File: src/rtl/oprPkg.sv
package oprPkg;
  // Strobes from the decoder to the datapath for one execute step
  typedef struct packed {
    logic load;
    logic clrAcc;
    logic clrLink;
    logic cmpAcc;
    logic cmpLink;
    logic incr;
    logic rotR;
    logic rotL;
    logic rotTwo;
    logic swapHalves;
  } oprCtrl_t;

  // Control bit positions inside the low byte of the word
  localparam int BIT_CLA  = 7;
  localparam int BIT_CLL  = 6;
  localparam int BIT_CMA  = 5;
  localparam int BIT_CML  = 4;
  localparam int BIT_ROTR = 3;
  localparam int BIT_ROTL = 2;
  localparam int BIT_TWO  = 1;
  localparam int BIT_INC  = 0;
endpackage

File: src/rtl/oprCtrl.sv
module oprCtrl
  import oprPkg::*;
#(
  parameter int WORD_W = 12
) (
  input  logic              clk,
  input  logic              rst_n,
  input  logic              execStrobe,
  input  logic [WORD_W-1:0] instrWord,
  output oprCtrl_t          ctrl,
  output logic              done
);
  localparam int OPC_LSB  = WORD_W - 3;
  localparam int GRP_BIT  = WORD_W - 4;

  logic isGroup;
  logic anyRot;

  assign isGroup = (instrWord[WORD_W-1:OPC_LSB] == 3'b111) && !instrWord[GRP_BIT];
  assign anyRot  = instrWord[BIT_ROTR] | instrWord[BIT_ROTL];

  always_comb begin
    ctrl            = '0;
    ctrl.load       = execStrobe;
    if (isGroup) begin
      ctrl.clrAcc     = instrWord[BIT_CLA];
      ctrl.clrLink    = instrWord[BIT_CLL];
      ctrl.cmpAcc     = instrWord[BIT_CMA];
      ctrl.cmpLink    = instrWord[BIT_CML];
      ctrl.incr       = instrWord[BIT_INC];
      ctrl.rotR       = instrWord[BIT_ROTR] & !instrWord[BIT_ROTL];
      ctrl.rotL       = instrWord[BIT_ROTL] & !instrWord[BIT_ROTR];
      ctrl.rotTwo     = instrWord[BIT_TWO];
      ctrl.swapHalves = instrWord[BIT_TWO] & !anyRot;
    end
  end

  always_ff @(posedge clk) begin
    if (!rst_n) done <= 1'b0;
    else        done <= execStrobe;
  end
endmodule

File: src/rtl/oprDatapath.sv
module oprDatapath
  import oprPkg::*;
#(
  parameter int WORD_W = 12
) (
  input  logic              clk,
  input  logic              rst_n,
  input  oprCtrl_t          ctrl,
  input  logic [WORD_W-1:0] accIn,
  input  logic              linkIn,
  output logic [WORD_W-1:0] accOut,
  output logic              linkOut
);
  localparam int HALF_W = WORD_W / 2;
  localparam int LV_W   = WORD_W + 1;

  logic [WORD_W-1:0] accStep;
  logic              linkStep;
  logic [LV_W-1:0]   lv;
  logic [LV_W-1:0]   lvNext;

  // Clears, complements and increment, in that order
  always_comb begin
    accStep  = accIn;
    linkStep = linkIn;
    if (ctrl.clrAcc)  accStep  = '0;
    if (ctrl.clrLink) linkStep = 1'b0;
    if (ctrl.cmpAcc)  accStep  = ~accStep;
    if (ctrl.cmpLink) linkStep = ~linkStep;
    if (ctrl.incr) begin
      accStep = accStep + 1'b1;
      if (accStep == '0) linkStep = ~linkStep;
    end
  end

  assign lv = {linkStep, accStep};

  // Final rotate or swap on {link, acc}
  always_comb begin
    lvNext = lv;
    if (ctrl.rotR) begin
      if (ctrl.rotTwo) lvNext = {lv[1:0], lv[LV_W-1:2]};
      else             lvNext = {lv[0], lv[LV_W-1:1]};
    end else if (ctrl.rotL) begin
      if (ctrl.rotTwo) lvNext = {lv[LV_W-3:0], lv[LV_W-1:LV_W-2]};
      else             lvNext = {lv[LV_W-2:0], lv[LV_W-1]};
    end else if (ctrl.swapHalves) begin
      lvNext = {lv[LV_W-1], lv[HALF_W-1:0], lv[WORD_W-1:HALF_W]};
    end
  end

  always_ff @(posedge clk) begin
    if (!rst_n) begin
      accOut  <= '0;
      linkOut <= 1'b0;
    end else if (ctrl.load) begin
      accOut  <= lvNext[WORD_W-1:0];
      linkOut <= lvNext[LV_W-1];
    end
  end
endmodule

File: src/rtl/oprGroupUnit.sv
module oprGroupUnit
  import oprPkg::*;
#(
  parameter int WORD_W = 12
) (
  input  logic              clk,
  input  logic              rst_n,
  input  logic              execStrobe,
  input  logic [WORD_W-1:0] instrWord,
  input  logic [WORD_W-1:0] accIn,
  input  logic              linkIn,
  output logic [WORD_W-1:0] accOut,
  output logic              linkOut,
  output logic              done
);
  oprCtrl_t ctrl;

  oprCtrl #(.WORD_W(WORD_W)) uCtrl (
    .clk(clk), .rst_n(rst_n), .execStrobe(execStrobe),
    .instrWord(instrWord), .ctrl(ctrl), .done(done)
  );

  oprDatapath #(.WORD_W(WORD_W)) uPath (
    .clk(clk), .rst_n(rst_n), .ctrl(ctrl),
    .accIn(accIn), .linkIn(linkIn),
    .accOut(accOut), .linkOut(linkOut)
  );
endmodule

File: config.mk
export PLATFORM = sky130hd
export DESIGN_NAME = oprGroupUnit
export DESIGN_NICKNAME = d
export VERILOG_FILES = /design/src/rtl/oprPkg.sv /design/src/rtl/oprCtrl.sv /design/src/rtl/oprDatapath.sv /design/src/rtl/oprGroupUnit.sv
export SDC_FILE = /design/constraint.sdc
export NUM_CORES = 1
export LEC_CHECK = 0
export ABC_AREA = 0
export BUFFER_PORTS_ARGS = -buffer_cell sky130_fd_sc_hd__buf_2
export CAP_MARGIN = 5
export CORE_ASPECT_RATIO = 0.6
export CORE_MARGIN = 5
export CORE_UTILIZATION = 25
export CTS_CLUSTER_DIAMETER = 120
export CTS_CLUSTER_SIZE = 8
export DETAILED_ROUTE_END_ITERATION = 7
export PLACE_DENSITY = 0.5
export RECOVER_POWER = 100
export SLEW_MARGIN = 20
export SYNTH_ARGS = -nofsm -noshare
export SYNTH_HDL_FRONTEND = slang
export SYNTH_SLANG_ARGS = --single-unit
File: constraint.sdc
create_clock -name clk -period 3.1 [get_ports clk]
set_input_delay 0 -clock clk [delete_from_list [all_inputs] [get_ports clk]]
set_output_delay 0 -clock clk [all_outputs]
set_load 0.01 [all_outputs]
==> flow_summary.json, run 1 <==
{
  "netlist_instances": 354,
  "synth.area.top_cells": "dfxtp_1 (12%), o21ai_0 (8.3%), a21oi_1 (7.4%), nand2_1 (7.2%), nor2_1 (7.0%)",
  "grt_usage_pct": 15.7,
  "grt_pass1_wl_um": 14600,
  "path_buf_inv": 3,
  "ant_nets": 0,
  "cp_max_fo": 5,
  "synth_largest_area_cell": "dfxtp_1",
  "crit_slowest_cell": "or4b_1",
  "outcome": "complete, no violations",
  "critical_path.max_stage_delay_ns": 0.49,
  "place_hpwl_um": 7080,
  "min_path_type": "in -> reg",
  "die_w_um": 134,
  "crit_family": "simple AND/OR/NAND/NOR gates",
  "clk_path_buf_depth": 2,
  "vias": 2978,
  "drc_errors": 0,
  "die-area_mm2": 0.0113,
  "fp-row-count": 27,
  "globalRouteOverflowTotal": 0,
  "slew_viol_final": 0,
  "holdBufCountCts": 0,
  "portBuffers": 41,
  "multi_input_area_mm2": 0.00184,
  "worst_clock_skew_ns": 0,
  "grt_pass1_vias": 2722,
  "total_power_uw": 752,
  "wl_um": 8920,
  "post_cts_resized": 0,
  "cts_buffers": 3,
  "combPwrFrac_pct": 36.4,
  "switchingPower_uw": 263,
  "grt_max_degree": 25,
  "synth-edff-count": 0,
  "cts_tree": "done",
  "drt-initial-drc-count": 410,
  "async_flop_share_pct": 0,
  "syn_area_per_cell_um2": 6.50,
  "nNetsFinal": 422,
  "p_int_uw": 489,
  "fmax_mhz": 348,
  "io_pins": 42,
  "die_h_um": 84.3,
  "cts_setup_buffers": 0,
  "ys.flop_type": "dfxtp_1",
  "clk_latency_ns": 0.25,
  "worstMarginPinSlew_ns": 0.948,
  "p_leak_uw": 0.000982,
  "switching_share_pct": 34.9,
  "whs_ns": 0.133,
  "post-route-period-util_pct": 92.7,
  "drv_cap": 0,
  "yosysMostFrequentCell": "nand2_1",
  "yosys_register_bits": 14,
  "gp_congestion": 0.954,
  "r2r_setup_slack_ns": 2.14,
  "syn_nets": 384,
  "start_util_pct": 25.3,
  "antenna_found_initial": 0,
  "p_seq_share_pct": 27.0,
  "crit_type": "in -> reg",
  "setup_tns_ns": 0,
  "fillers": 1008,
  "cp.required_ns": 3.28,
  "crit_path_start_kind": "input pin",
  "core_area_mm2": 0.00909,
  "ys_seq_area_share_pct": 12.2,
  "drive_gt1_share_pct": 16.1,
  "synth_top_cell_area_share_pct": 12.2,
  "critPathArrivalTime_ns": 3.05,
  "regArea_um2": 280,
  "finalCriticalPeriod_ns": 2.87,
  "clock_power_share_pct": 36.6,
  "powerDensity_mw_per_mm2": 277,
  "final_area_mm2": 0.00271,
  "area_growth_syn_to_layout_pct": 17.8,
  "hold_viol_final": 0,
  "routedWlPerCell_um": 17.6,
  "synth_warnings": 0,
  "ys_types": 68,
  "netlist_area_mm2": 0.00230,
  "path_cells": "clkbuf_1 -> and4b_1 -> and2_1 -> xnor2_1 -> ha_1 -> buf_4 -> inv_1 -> o311ai_0 -> a31oi_1 -> or4b_1 -> nand3_1 -> o21ai_0 -> nand2_1 -> nand4_1 -> a21boi_1",
  "maxSlewHeadroom_pct": 36.8,
  "cts_sinks": 14,
  "htree_levels": 1,
  "place_area_mm2": 0.00265,
  "cts_root_buf": "clkbuf_16",
  "n_antenna_cell": 0,
  "vias_per_cell": 5.87,
  "crit_path_end_kind": "flop",
  "first_pass_iters": 5,
  "clk_pin_slew_ns": 0.05,
  "rsz0062_at_grt": "no",
  "vdd_ir_drop_max_mv": 0.139,
  "synthTopCellsByCount": "nand2_1 (44), nor2_1 (43), o21ai_0 (38), a21oi_1 (34), dfxtp_1 (14)",
  "setup_viol": 0
}
[cells by family after synthesis]
kind of cell               synth area share [%]
AOI/OAI and AO/OA                          40.7
xor gates and xnor gates                   5.66
DFF                                        12.2
buffers and inverters                      7.94
adders and majority gates                  1.09
and+or+nand+nor                            30.7
muxes                                      1.74
[metal layers]
metal	part of all wire [%]	global-route usage, %	up-vias	wire [µm]
li1	-	-	1387	-
met1	52	26.5	1404	4640
met2	35	18.8	175	3150
met3	12	3.83	12	1030
met4	1.2	2.71	0	104
met5	0	0	-	0
[per-stage QoR]
step           utilization, %  setup WS (ns)  instances
2_1_floorplan               -          0.299        354
3_3_place_gp             29.1         0.0515        503
3_5_place_dp             29.1         0.0470        503
4_1_cts                  30.1          0.301        507
5_1_grt                  29.8         0.0583        507
6_report                 29.8          0.226        507
[state kept, by name, indices dropped and copies added, names as in the netlist]
name,flops
uCtrl.done,1
uPath.linkOut,1
uPath.accOut,12
[power by group through the flow]
stage | logic [µW] | clock network (µW) | registers [µW]
final | 274 | 275 | 203
after global routing | 301 | 284 | 204
after CTS | 274 | 275 | 202
after detailed placement | 273 | 0 | 206
after global placement | 273 | 0 | 205
after floorplan | 165 | 0 | 212
[layout by cell type, fill, tap and decap left out, types with 3 or more instances in the layout]
| cell | instances |
|---|---|
| dfxtp_1 | 14 |
| a21oi_1 | 34 |
| a211oi_1 | 4 |
| xor2_1 | 3 |
| nand2_1 | 44 |
| a31oi_1 | 5 |
| nand4_1 | 5 |
| and2_1 | 9 |
| nor3_1 | 7 |
| mux2i_1 | 4 |
| clkbuf_1 | 17 |
| buf_2 | 25 |
| a22oi_1 | 5 |
| o211ai_1 | 8 |
| xnor2_1 | 10 |
| o22ai_1 | 5 |
| nand3_1 | 13 |
| nor2_1 | 43 |
| o21ai_0 | 41 |
| a21o_1 | 3 |
| buf_4 | 18 |
| clkbuf_16 | 3 |
| inv_1 | 9 |
| o2111ai_1 | 3 |
| nand3b_1 | 3 |
[worst register-to-register path, delay by kind of cell, from the launching register on]
kind / cells / cell delay [ns]
AND/OR/NAND/NOR: 1 / 0.35
flip-flops: 1 / 0.32
AO/OA/AOI/OAI: 2 / 0.23
[area by class of cell]
| cell class | instances | share of cell area (%) |
|---|---|---|
| sequential | 14 | 10.3 |
| clock buffer | 4 | 3.28 |
| multi-input combinational | 304 | 67.8 |
| tap | 116 | 5.36 |
| inverter | 9 | 1.25 |
| timing repair buffer | 60 | 12.0 |
[worst paths after layout]
kind,endpoint,start,cells past startpoint
min,uPath.accOut[2]$_SDFFE_PN0P_,rst_n,2
max,uPath.accOut[6]$_SDFFE_PN0P_,instrWord[9],15
min reg2reg,uPath.accOut[6]$_SDFFE_PN0P_,uPath.accOut[6]$_SDFFE_PN0P_,2
max reg2reg,uPath.linkOut$_SDFFE_PN0P_,uPath.linkOut$_SDFFE_PN0P_,3
(Power assumes the default switching activity.)
==> inputs of run 2 (changes only) <==
--- a/config.mk
+++ b/config.mk
@@ -17,4 +17,5 @@
 export PLACE_DENSITY = 0.5
 export RECOVER_POWER = 100
+export REMOVE_ABC_BUFFERS = 1
 export SLEW_MARGIN = 20
 export SYNTH_ARGS = -nofsm -noshare
==> constraint.sdc (replaced) <==
create_clock -name clk -period 3.1 [get_ports clk]
set_input_delay 0 -clock clk [delete_from_list [all_inputs] [get_ports clk]]
set_output_delay 0 -clock clk [all_outputs]
set_load 0.05 [all_outputs]
==> run 2 against run 1 <==
Effect of this change: critical path depth stayed put; clock skew unchanged; worst hold slack better by 0.019 ns; cell area is 1.2% lower; clock power about the same; first-iteration DRC count is 8.8% lower; total power is 5.0% higher; combinational power is 14% higher; flip-flop and latch count unchanged; register-to-register slack worse by 0.09 ns; largest power group is now combinational cells.
==> flow_summary.json, run 2 (synthesized netlist as in run 1, its figures left out) <==
{
  "globalRouteOverflowTotal": 0,
  "reg2reg_depth": 4,
  "top_register": "uPath.accOut",
  "fp-row-count": 27,
  "drc_errors": 0,
  "outcome": "complete, no violations",
  "layout_commonest_cell": "nand2_1",
  "hold_end": "uPath.accOut[2]$_SDFFE_PN0P_",
  "min_path_type": "in -> reg",
  "worstMarginPinSlew_ns": 1.06,
  "cp_max_fo": 6,
  "nNetsFinal": 418,
  "min_path_cells": 2,
  "hp-start": "rst_n",
  "gp_congestion": 0.935,
  "pre_cts_ws_ns": -0.0375,
  "vias": 2926,
  "cp.required_ns": 3.28,
  "n_antenna_cell": 0,
  "wl_um": 8550,
  "crit_path_start_kind": "input pin",
  "portBuffers": 41,
  "first_pass_iters": 7,
  "regToRegEndpoint": "uPath.accOut[1]$_SDFFE_PN0P_",
  "regArea_um2": 280,
  "crit_type": "in -> reg",
  "slew_viol_final": 0,
  "die_h_um": 84.3,
  "holdBufCountCts": 0,
  "drt-initial-drc-count": 374,
  "finalCriticalPeriod_ns": 2.81,
  "die-area_mm2": 0.0113,
  "drv_cap": 0,
  "fillers": 990,
  "grt_pass1_wl_um": 13800,
  "use_met1_pct": 23.5,
  "grt_use_met3_pct": 4.25,
  "drive_gt1_share_pct": 15.5,
  "start_util_pct": 25.3,
  "timing.rr.start": "uPath.accOut[1]$_SDFFE_PN0P_",
  "place_hpwl_um": 6640,
  "io_pins": 42,
  "area_growth_syn_to_layout_pct": 16.4,
  "critPathArrivalTime_ns": 2.98,
  "vias_per_cell": 5.82,
  "die_w_um": 134,
  "fin_util_pct": 29.5,
  "cts_tree": "done",
  "ant_nets": 0,
  "antenna_found_initial": 0,
  "cts_root_buf": "clkbuf_16",
  "worst_clock_skew_ns": 0,
  "cts_setup_buffers": 0,
  "r2r_setup_slack_ns": 2.05,
  "cts_sinks": 14,
  "setup_slack_ns": 0.295,
  "post-route-period-util_pct": 90.5,
  "hold_viol_final": 0,
  "multi_input_area_mm2": 0.00183,
  "grt_usage_pct": 14.8,
  "fmax_mhz": 357,
  "cts_buffers": 3,
  "top_regs": "uPath.accOut (12), uCtrl.done (1), uPath.linkOut (1)",
  "grt_max_degree": 25,
  "setup_viol": 0,
  "grt.busiest_layer": "met1",
  "clk_latency_ns": 0.25,
  "grt_pass1_vias": 2598,
  "p_leak_uw": 0.000957,
  "crit_path_end_kind": "flop",
  "met2_usage_pct": 19.4,
  "clk_path_buf_depth": 2,
  "core_area_mm2": 0.00909,
  "largest_reg_flops": 12,
  "clk_pin_slew_ns": 0.05,
  "final_cell_mix": "nand2_1 (44), nor2_1 (43), o21ai_0 (39)",
  "htree_levels": 1,
  "powerDensity_mw_per_mm2": 295,
  "rsz0062_at_grt": "no",
  "routedWlPerCell_um": 17.0,
  "vdd_ir_drop_max_mv": 0.146,
  "maxSlewHeadroom_pct": 29.5
}
run 2: area by class of cell:
class / count / share of cell area [%]
clock buffers: 4 / 3.32
well taps: 116 / 5.42
repair buffers: 56 / 11.1
inverters: 9 / 1.26
multi-input cells: 304 / 68.4
flip-flops and latches: 14 / 10.5
run 2: worst max-delay path by stage:
stage | cells after the start | start | slack (ns) | endpoint
3_3_place_gp | 15 | instrWord[9] | -0.04 | uPath.accOut[0]$_SDFFE_PN0P_
4_1_cts | 15 | instrWord[9] | 0.21 | uPath.accOut[0]$_SDFFE_PN0P_
6_report | 15 | instrWord[9] | 0.29 | uPath.accOut[0]$_SDFFE_PN0P_
2_1_floorplan | 12 | instrWord[8] | -0.13 | uPath.accOut[4]$_SDFFE_PN0P_
5_1_grt | 15 | instrWord[9] | 0.05 | uPath.accOut[5]$_SDFFE_PN0P_
3_5_place_dp | 15 | instrWord[9] | -0.04 | uPath.accOut[0]$_SDFFE_PN0P_
run 2: power breakdown:
part	internal [µW]	switching [µW]	total [µW]	leakage (µW)
combinational	96.6	215	312	0.000796
sequential	195	7.66	203	0.000116
clock	196	79.4	275	0.0000442
total	487	302	789	0.000957
run 2: metrics by stage:
step / TNS (ns) / total power (µW) / hold slack [ns] / cells / cell area [µm²]
floorplan: -0.566 / 396 / 0.0894 / 327 / 2150
CTS: 0 / 793 / 0.158 / 503 / 2700
global route: 0 / 833 / 0.167 / 503 / 2680
global placement: -0.0426 / 517 / 0.397 / 499 / 2620
finish: 0 / 789 / 0.152 / 503 / 2680
detailed placement: -0.0526 / 516 / 0.420 / 499 / 2620
run 2: critical path, stage by stage:
cell and delay [ns]:
clkbuf_1 0.09, and4b_1 0.21, and2_0 0.21, xnor2_1 0.28, ha_2 0.30, buf_4 0.14
inv_1 0.04, o311ai_1 0.31, a31oi_1 0.15, or4b_1 0.48, nand3_1 0.20, o21ai_0 0.15
a21oi_1 0.21, nand2_1 0.07, o21ai_1 0.13
run 2: repair_timing:
action / 4_1_cts / 5_1_grt
setup endpoints to repair: 0 / 5
endpoints found under the hold margin: 0 / 0
resized for setup: 0 / 2
run 2: routing by layer:
| metal | up-vias | routed length (µm) |
|---|---|---|
| met4 | 0 | 86 |
| met1 | 1353 | 4250 |
| met3 | 10 | 987 |
| met5 | - | 0 |
| li1 | 1380 | - |
| met2 | 183 | 3230 |
